--- config.mk ---
export PLATFORM = sky130hd
export DESIGN_NAME = bcd_alarm_unit
export DESIGN_NICKNAME = d
export VERILOG_FILES = /design/src/rtl/alarm_pkg.sv /design/src/rtl/alarm_field_check.sv /design/src/rtl/alarm_rate_decode.sv /design/src/rtl/alarm_match.sv /design/src/rtl/bcd_alarm_unit.sv
export SDC_FILE = /design/constraint.sdc
export NUM_CORES = 1
export LEC_CHECK = 0
export CAP_MARGIN = 20
export CORE_MARGIN = 2
export CORE_UTILIZATION = 45
export DETAILED_ROUTE_END_ITERATION = 10
export PLACE_DENSITY = 0.86
export SYNTH_ARGS = -nofsm -noshare
export SYNTH_HDL_FRONTEND = slang
export SYNTH_HIERARCHICAL = 1
export SYNTH_SLANG_ARGS = --single-unit
--- constraint.sdc ---
create_clock -name clk -period 1.4 [get_ports clk]
set_clock_uncertainty 0.2 [all_clocks]
set_input_delay 0.14 -clock clk [delete_from_list [all_inputs] [get_ports clk]]
set_output_delay 0.14 -clock clk [all_outputs]
set_load 0.005 [all_outputs]
--- src/rtl/alarm_pkg.sv ---
package alarm_pkg;
    localparam int NFIELD  = 4;
    localparam int BYTE_W  = 8;
    localparam int SEL_W   = $clog2(NFIELD);

    localparam int FLD_SEC  = 0;
    localparam int FLD_MIN  = 1;
    localparam int FLD_HOUR = 2;
    localparam int FLD_DATE = 3;

    typedef enum logic [2:0] {
        RATE_MONTH,
        RATE_DAY,
        RATE_HOUR,
        RATE_MINUTE,
        RATE_SECOND
    } rate_e;

    typedef logic [NFIELD-1:0][BYTE_W-1:0] field_arr_t;

    // Bits of each field that take part in range checks
    function automatic logic [BYTE_W-1:0] check_bits(input int fld);
        case (fld)
            FLD_SEC, FLD_MIN: return 8'h7F;
            FLD_HOUR:         return 8'h3F;
            default:          return 8'h1F;
        endcase
    endfunction

    // Bits of each field that take part in the time compare
    function automatic logic [BYTE_W-1:0] cmp_bits(input int fld);
        case (fld)
            FLD_SEC, FLD_MIN: return 8'h7F;
            default:          return 8'h3F;
        endcase
    endfunction

    // Decimal weight of a two-digit BCD byte, nibbles taken as-is
    function automatic logic [7:0] bcd_weight(input logic [BYTE_W-1:0] v);
        logic [7:0] hi;
        logic [7:0] lo;
        hi = {4'd0, v[7:4]};
        lo = {4'd0, v[3:0]};
        return (hi << 3) + (hi << 1) + lo;
    endfunction
endpackage

--- src/rtl/alarm_field_check.sv ---
module alarm_field_check
    import alarm_pkg::*;
#(
    parameter int FIELD = FLD_SEC
) (
    input  logic [BYTE_W-1:0] value_i,
    output logic              ok_o
);
    localparam logic [BYTE_W-1:0] CHK = check_bits(FIELD);

    logic [7:0] weight_d;

    always_comb begin
        weight_d = bcd_weight(value_i & CHK);
    end

    generate
        if (FIELD == FLD_SEC || FIELD == FLD_MIN) begin : g_sixty
            assign ok_o = (weight_d <= 8'd59);
        end else if (FIELD == FLD_HOUR) begin : g_hours
            assign ok_o = (weight_d <= 8'd23);
        end else begin : g_date
            assign ok_o = (weight_d != 8'd0);
        end
    endgenerate
endmodule

--- src/rtl/alarm_rate_decode.sv ---
module alarm_rate_decode
    import alarm_pkg::*;
(
    input  logic [NFIELD-1:0] flag_i,
    output rate_e             rate_o
);
    always_comb begin
        case (flag_i)
            4'b0000: rate_o = RATE_MONTH;
            4'b1000: rate_o = RATE_DAY;
            4'b1100: rate_o = RATE_HOUR;
            4'b1110: rate_o = RATE_MINUTE;
            default: rate_o = RATE_SECOND;
        endcase
    end
endmodule

--- src/rtl/alarm_match.sv ---
module alarm_match
    import alarm_pkg::*;
(
    input  field_arr_t alarm_i,
    input  field_arr_t now_i,
    input  rate_e      rate_i,
    output logic       hit_o
);
    logic [NFIELD-1:0] eq_d;

    genvar gi;
    generate
        for (gi = 0; gi < NFIELD; gi++) begin : g_eq
            localparam logic [BYTE_W-1:0] CM = cmp_bits(gi);
            assign eq_d[gi] = ((alarm_i[gi] & CM) == (now_i[gi] & CM));
        end
    endgenerate

    always_comb begin
        case (rate_i)
            RATE_MONTH:  hit_o = &eq_d;
            RATE_DAY:    hit_o = eq_d[FLD_HOUR] & eq_d[FLD_MIN] & eq_d[FLD_SEC];
            RATE_HOUR:   hit_o = eq_d[FLD_MIN] & eq_d[FLD_SEC];
            RATE_MINUTE: hit_o = eq_d[FLD_SEC];
            default:     hit_o = 1'b1;
        endcase
    end
endmodule

--- src/rtl/bcd_alarm_unit.sv ---
module bcd_alarm_unit
    import alarm_pkg::*;
(
    input  logic              clk,
    input  logic              rst_n,
    input  logic              wr_en,
    input  logic [SEL_W-1:0]  reg_sel,
    input  logic [BYTE_W-1:0] wr_data,
    output logic [BYTE_W-1:0] rd_data,
    input  logic              sec_tick,
    input  logic              irq_en,
    input  logic [BYTE_W-1:0] now_sec,
    input  logic [BYTE_W-1:0] now_min,
    input  logic [BYTE_W-1:0] now_hour,
    input  logic [BYTE_W-1:0] now_date,
    output logic              alarm_irq
);
    localparam int FLAG_BIT = BYTE_W - 1;

    typedef struct packed {
        field_arr_t alm;
        logic       irq;
    } state_t;

    state_t st_d, st_q;

    logic [NFIELD-1:0] ok_d;
    logic [NFIELD-1:0] flag_d;
    field_arr_t        now_d;
    rate_e             rate_d;
    logic              hit_d;

    genvar gf;
    generate
        for (gf = 0; gf < NFIELD; gf++) begin : g_fld
            alarm_field_check #(.FIELD(gf)) u_chk (
                .value_i (wr_data),
                .ok_o    (ok_d[gf])
            );
            assign flag_d[gf] = st_q.alm[gf][FLAG_BIT];
        end
    endgenerate

    assign now_d[FLD_SEC]  = now_sec;
    assign now_d[FLD_MIN]  = now_min;
    assign now_d[FLD_HOUR] = now_hour;
    assign now_d[FLD_DATE] = now_date;

    alarm_rate_decode u_rate (
        .flag_i (flag_d),
        .rate_o (rate_d)
    );

    alarm_match u_match (
        .alarm_i (st_q.alm),
        .now_i   (now_d),
        .rate_i  (rate_d),
        .hit_o   (hit_d)
    );

    always_comb begin
        st_d     = st_q;
        st_d.irq = sec_tick & irq_en & hit_d;
        if (wr_en && ok_d[reg_sel]) begin
            st_d.alm[reg_sel] = wr_data;
        end
    end

    always_ff @(posedge clk or negedge rst_n) begin
        if (!rst_n) begin
            st_q <= '0;
        end else begin
            st_q <= st_d;
        end
    end

    assign rd_data   = st_q.alm[reg_sel];
    assign alarm_irq = st_q.irq;

    // A pulse can only follow an enabled tick
    assert_pulse_origin_R10: assert property (@(posedge clk) disable iff (!rst_n)
        alarm_irq |-> $past(sec_tick && irq_en));

    // Disabled interrupt never pulses
    assert_no_irq_disabled_R11: assert property (@(posedge clk) disable iff (!rst_n)
        !irq_en |=> !alarm_irq);

    // Out-of-range seconds write leaves the register unchanged
    assert_sec_reject_R4: assert property (@(posedge clk) disable iff (!rst_n)
        (wr_en && reg_sel == SEL_W'(FLD_SEC) && bcd_weight(wr_data & 8'h7F) > 8'd59)
        |=> $stable(st_q.alm[FLD_SEC]));

    // Zero date write leaves the register unchanged
    assert_date_reject_R6: assert property (@(posedge clk) disable iff (!rst_n)
        (wr_en && reg_sel == SEL_W'(FLD_DATE) && wr_data[4:0] == 5'd0)
        |=> $stable(st_q.alm[FLD_DATE]));

    // Hours write over 23 leaves the register unchanged
    assert_hour_reject_R5: assert property (@(posedge clk) disable iff (!rst_n)
        (wr_en && reg_sel == SEL_W'(FLD_HOUR) && bcd_weight(wr_data & 8'h3F) > 8'd23)
        |=> $stable(st_q.alm[FLD_HOUR]));
endmodule

-- Yosys cells after proc, flatten, opt, wreduce, memory -nomap -nowiden
Index checks and enable logic that the tools add are counted.
- logic and storage cells: 45
- register bits after elaboration: 33
- output and inout port bits: 9
- input port bits: 47
- order comparisons: 4
- multiplexer cells: 9
- reduce and logical (&&, ||, !) cells: 6
- bitwise gates (word level): 5
- add/subtract/negate cells: 6
- equal/unequal tests: 10
- operators by type and width (operator ; number):
    bitwise mux 32 bit ; 1
    binary-select mux 8 bit (select 2 bit) ; 1
    demux 8 bit (select 2 bit) ; 1
    2-to-1 mux 8 bit ; 2
    adder 6 x 4 -> 7 bit ; 2
    equality test 7 bit ; 2
    equality test 4 bit (second input constant) ; 3
    equality test 6 bit ; 2
    one-hot mux 3 bit (4 select lines) ; 1
    adder 7 x 4 -> 8 bit ; 1
    less-or-equal comparator 8 x 6 -> 1 bit (second input constant) ; 1
    nonzero test 8 bit ; 1
    less-or-equal comparator 7 x 5 -> 1 bit (second input constant) ; 1
    adder 5 x 3 -> 6 bit ; 1
    adder 5 x 4 -> 6 bit ; 1
    equality test 3 x 2 -> 1 bit (second input constant) ; 2
    adder 4 x 2 -> 5 bit ; 1
    bitwise AND 1 bit ; 5
    logical NOT 4 bit ; 1
    one-hot mux 1 bit (4 select lines) ; 1
    AND reduction 4 bit ; 1
    equality test 3 x 1 -> 1 bit (second input constant) ; 1
    logical NOT 3 bit ; 1
    < comparator 2 x 3 -> 1 bit (second input constant) ; 1
    4 further kinds ; 5

-- Longest topological paths before layout
- depth after elaboration: 6
- mapped depth: 11
- gate-level depth less buffers: 10

-- Cells and area by module
The synthesis kept the hierarchy.
- modules (own cells, without submodules) (module ; seq. area each (sq um) ; cells an instance ; area an instance (sq um) ; instances):
    bcd_alarm_unit ; 825.8 ; 81 ; 1481.4 ; 1
    alarm_match ; 0.0 ; 38 ; 321.6 ; 1
    alarm_field_check at g_fld[1].u_chk ; 0.0 ; 23 ; 186.4 ; 1
    alarm_field_check at g_fld[0].u_chk ; 0.0 ; 23 ; 181.4 ; 1
    alarm_field_check at g_fld[2].u_chk ; 0.0 ; 12 ; 106.4 ; 1
    alarm_field_check at g_fld[3].u_chk ; 0.0 ; 8 ; 61.3 ; 1
    alarm_rate_decode ; 0.0 ; 8 ; 41.3 ; 1

-- Worst setup path before layout
OpenSTA, ideal clock, no wires.
- path type: input to register
- from: input wr_data[3]
- to: register st_q, in the netlist flag_d[0]
- path buffers: 1
- required time: 1.075 ns
- library setup time: 0.125 ns
- data arrival time: 2.314 ns
- slack: -1.239 ns
- cell stages on the path: 10
- path through: fa_1 > inv_1 > fa_1 > nor2b_1 > a21oi_1 > o32ai_1 > a31oi_1 > and4bb_2 > buf_6 > mux2_2
- cells in the longest elaborated chain, start to end: 5
- elaborated cells on any way between the ends: 9
- those cells by class: 3 x add/sub; 2 x order compare; 2 x mux; 2 x reduce/logical
- RTL lines (what ; RTL line ; text):
    start: declaration ; bcd_alarm_unit.sv:8 ; input logic [BYTE_W-1:0] wr_data,
    adder 7 x 4 -> 8 bit ; alarm_pkg.sv:44 ; return (hi << 3) + (hi << 1) + lo;
    less-or-equal comparator 8 x 6 -> 1 bit ; alarm_field_check.sv:19 ; assign ok_o = (weight_d <= 8'd59);
    via ok_d[0] ; bcd_alarm_unit.sv:27 ; logic [NFIELD-1:0] ok_d;
    binary-select mux 1 bit (select 2 bit) ; bcd_alarm_unit.sv:64 ; if (wr_en && ok_d[reg_sel]) begin
    2-to-1 mux 1 bit (not written as such) ; bcd_alarm_unit.sv:64 ;
    logical AND 1 bit ; bcd_alarm_unit.sv:64 ;
    end signal: assignment ; bcd_alarm_unit.sv:73 ; st_q <= st_d;
    end: declaration ; bcd_alarm_unit.sv:25 ; state_t st_d, st_q;
The timed path passes the listed nets, and every way through them passes these cells. The select of a mux whose other input is x is not followed.
A chain may end at the register's enable or synchronous reset.

-- Worst setup path in the final report
- from: input wr_data[3]
- to: register st_q[3] in the netlist's numbering
The elaborated chain is that of the path after synthesis.

==> summary.md <==
| Metric | Value |
|---|---|
| Slew headroom | 0.804 |
| Final-report setup violation count | 41 |
| CTS Buffer Depth | 2 |
| Tot Pwr | 4.11 mW |
| Core area | 5110 sq um |
| Final period utilization | 1.85 |
| Grt total ovfl | 0 |
| Syn Std Cell Area | 2380 sq um |
| Max-slew violations | 0 |
| Share of cells above drive strength 1 | 0.516 |
| Outcome | finished with violations |
| Clk sink count | 33 |
| Reg-to-reg startpoint | flag_d[1] |
| Placed Instances | 347 |
| TritonCTS clock tree | done |
| GRT met3 Usage | 0.0576 |
| Ys flop type | dfrtp_1 |
| TritonCTS buffer count | 5 |
| P per Cell Area | 1090 nW/um^2 |
| Setup WS post-layout | -1.19 ns |
| DIE WIDTH | 76.7 microns |
| Setup crit end kind | flip-flop |
| Measured slew at the worst slew-check pin | 0.293 ns |
| Ant. Diodes | 0 |
| Post-Synthesis Cells | 193 |
| Peak supply drop | 0.559 mV |
| Fin Hold WS | 0.0227 ns |
| Fillers | 346 |
| Avg Inst Size Synth | 12.3 sq um |
| Area Overhead vs Synth | 59.1% |
| Final std cells w/o fill | 378 |
| DR vias | 2086 |
| Gpl congestion | 0.874 |
| Clock Pin Slew Worst Setup and Hold Paths | 0.07 ns |
| Netlist cell types | 38 |
| Met1 usage | 0.315 |
| Critical-path maximum fanout | 8 |
| Critical path data required time | 1.37 ns |
| Leakage | 1.69 nW |
| RSZ-0062 raised after global routing | true |
| First-pass GRT wire length | 11800 microns |
| Number of synthesized register bits | 33 |
| Busiest layer in global routing | met2 |
| R2R depth | 8 |
| Die H | 76.7 microns |
| Asr flop ratio synth | 1.00 |
| GRT Util Overall | 0.261 |
| YS warnings | 6 |
| Seq/Total Area, Yosys | 0.347 |
| Pre-antenna DRT Iters | 4 |
| Vias in the first global route | 2302 |
| WS Path Type | primary input to flip-flop |
| Fmax | 386 MHz |
| Commonest non-fill, non-tap cell in the layout | buf_4 |
| Flip-flop and latch area | 826 sq um |
| Hold Path Class | primary input to asynchronous set/reset pin |
| Skew-Pair Late Insertion Delay | 0.29 ns |
| Most frequent cells in the layout | 52 x buf_4, 33 x dfrtp_1, 33 x clkdlybuf4s50_1, 19 x mux2_4, 14 x xnor2_1 |
| Max_cap viols | 0 |
| Routed len/inst | 19.0 microns |
| Avg Vias per Cell | 5.52 |
| Initial DRC count | 84 |
| Cts hold-fix bufs | 0 |
| Largest net degree at the start of global routing | 34 |
| Setup TNS | -28.26 ns |
| Met2 usage | 0.446 |
| Die Footprint | 5890 sq um |
| Total Routed Length | 7200 microns |
| Input/output buffers | 49 |
| Synth Net Count | 261 |
| Post-layout minimum cycle time | 2.59 ns |
| ANT nets after route | 0 |
| H-tree Lvls | 2 |
| Element type at the critical path start | primary input |
| Final HPWL DP | 4840 microns |
| Initial antenna violation count | 0 |
| EDFF count, synth | 0 |
| Failing checks | negative setup slack |
| Multi-input logic area | 1720 sq um |
| Fin. Hold Viols | 0 |
| Site Rows | 26 |
| Drc violations | 0 |
| Worst reg2reg endpoint | alarm_irq |
| Root buffer cell | clkbuf_8 |
| Finished Core Util | 0.741 |
| IO Pins | 56 |
| Arrival time worst endpoint | 2.56 ns |
| R2r setup slk | -0.36 ns |
| Initial Utilization | 0.466 |
| Final #Nets | 377 |
-- worst max path at each step --
stage	startpoint	end	depth (start not counted)
floorplan	wr_data[6]	flag_d[0]	10
global placement	wr_data[4]	flag_d[0]	10
detailed placement	wr_data[4]	flag_d[1]	10
CTS	wr_data[3]	flag_d[1]	10
global route	wr_data[3]	st_q[3]	11
finish	wr_data[3]	st_q[3]	11
-- where the power goes --
group / leakage [nW] / total, mW / internal [mW] / switching (mW)
Clock: 0.0399 / 0.670 / 0.327 / 0.344
Sequential: 0.394 / 1.39 / 1.21 / 0.182
Combinational: 1.26 / 2.05 / 1.24 / 0.806
-- state kept, by name (all words and copies together), names as in the netlist --
register and cells:
st_q 28, flag_d 4, alarm_irq 1
-- metal layers --
metal | vias to the layer above | part of all wire
li1 | 934 | -
met3 | 12 | 0.063
met2 | 90 | 0.52
met1 | 1050 | 0.39
met4 | 0 | 0.021
met5 | - | 0
-- per-stage QoR --
stage	worst slack, ns	instance area (sq um)
after global routing	-1.33	3790
after CTS	-1.21	3680
final	-1.19	3790
after floorplan	-1.18	2490
after global placement	-1.84	3360
after detailed placement	-1.94	3360
-- layout make-up --
class,count,share of cell area
Clock inverter,1,0.00132
Timing Repair Buffer,112,0.275
Inverter,11,0.0109
Clock buffer,5,0.0182
Tap cell,70,0.0231
Multi-Input combinational cell,146,0.453
Sequential cell,33,0.218
-- Yosys cell counts (4+ instances only) --
master   number  area, sq um
xor2_1       12          105
mux2_2       32          360
fa_1          5          100
o21ai_0       4         20.0
mux4_1        4          105
nand2_1       7         26.3
dfrtp_1      33          826
ha_1         16          200
inv_1        11         41.3
xnor2_1      14          123
nor2_1        7         26.3
mux4_2        4         90.1
a21oi_1       9         45.0
-- cells by family after synthesis --
| group | count (synthesis) | share of synthesized area |
|---|---|---|
| AND/OR/NAND/NOR | 34 | 0.0983 |
| AO/OA/AOI/OAI | 25 | 0.0694 |
| XOR/XNOR | 26 | 0.0957 |
| adder cells (fa/ha/maj) | 21 | 0.126 |
| multiplexers | 40 | 0.233 |
| flip-flops | 33 | 0.347 |
| buffers and inverters | 14 | 0.0300 |
-- critical path: stages --
cell	delay (ns)
buf_8	0.10
buf_6	0.11
fa_1	0.49
inv_1	0.06
fa_1	0.49
nor2b_2	0.06
a21oi_2	0.14
o32ai_2	0.09
a31oi_1	0.17
and4bb_4	0.39
mux2_4	0.32
-- what timing repair did --
action                     CTS  global route
setup endpoints to repair   42            41
setup buffers               20             4
pin swaps                   18             7
cloned                       1             0
resized for setup           98            14
Note: power is estimated with default switching activity, not from simulation.
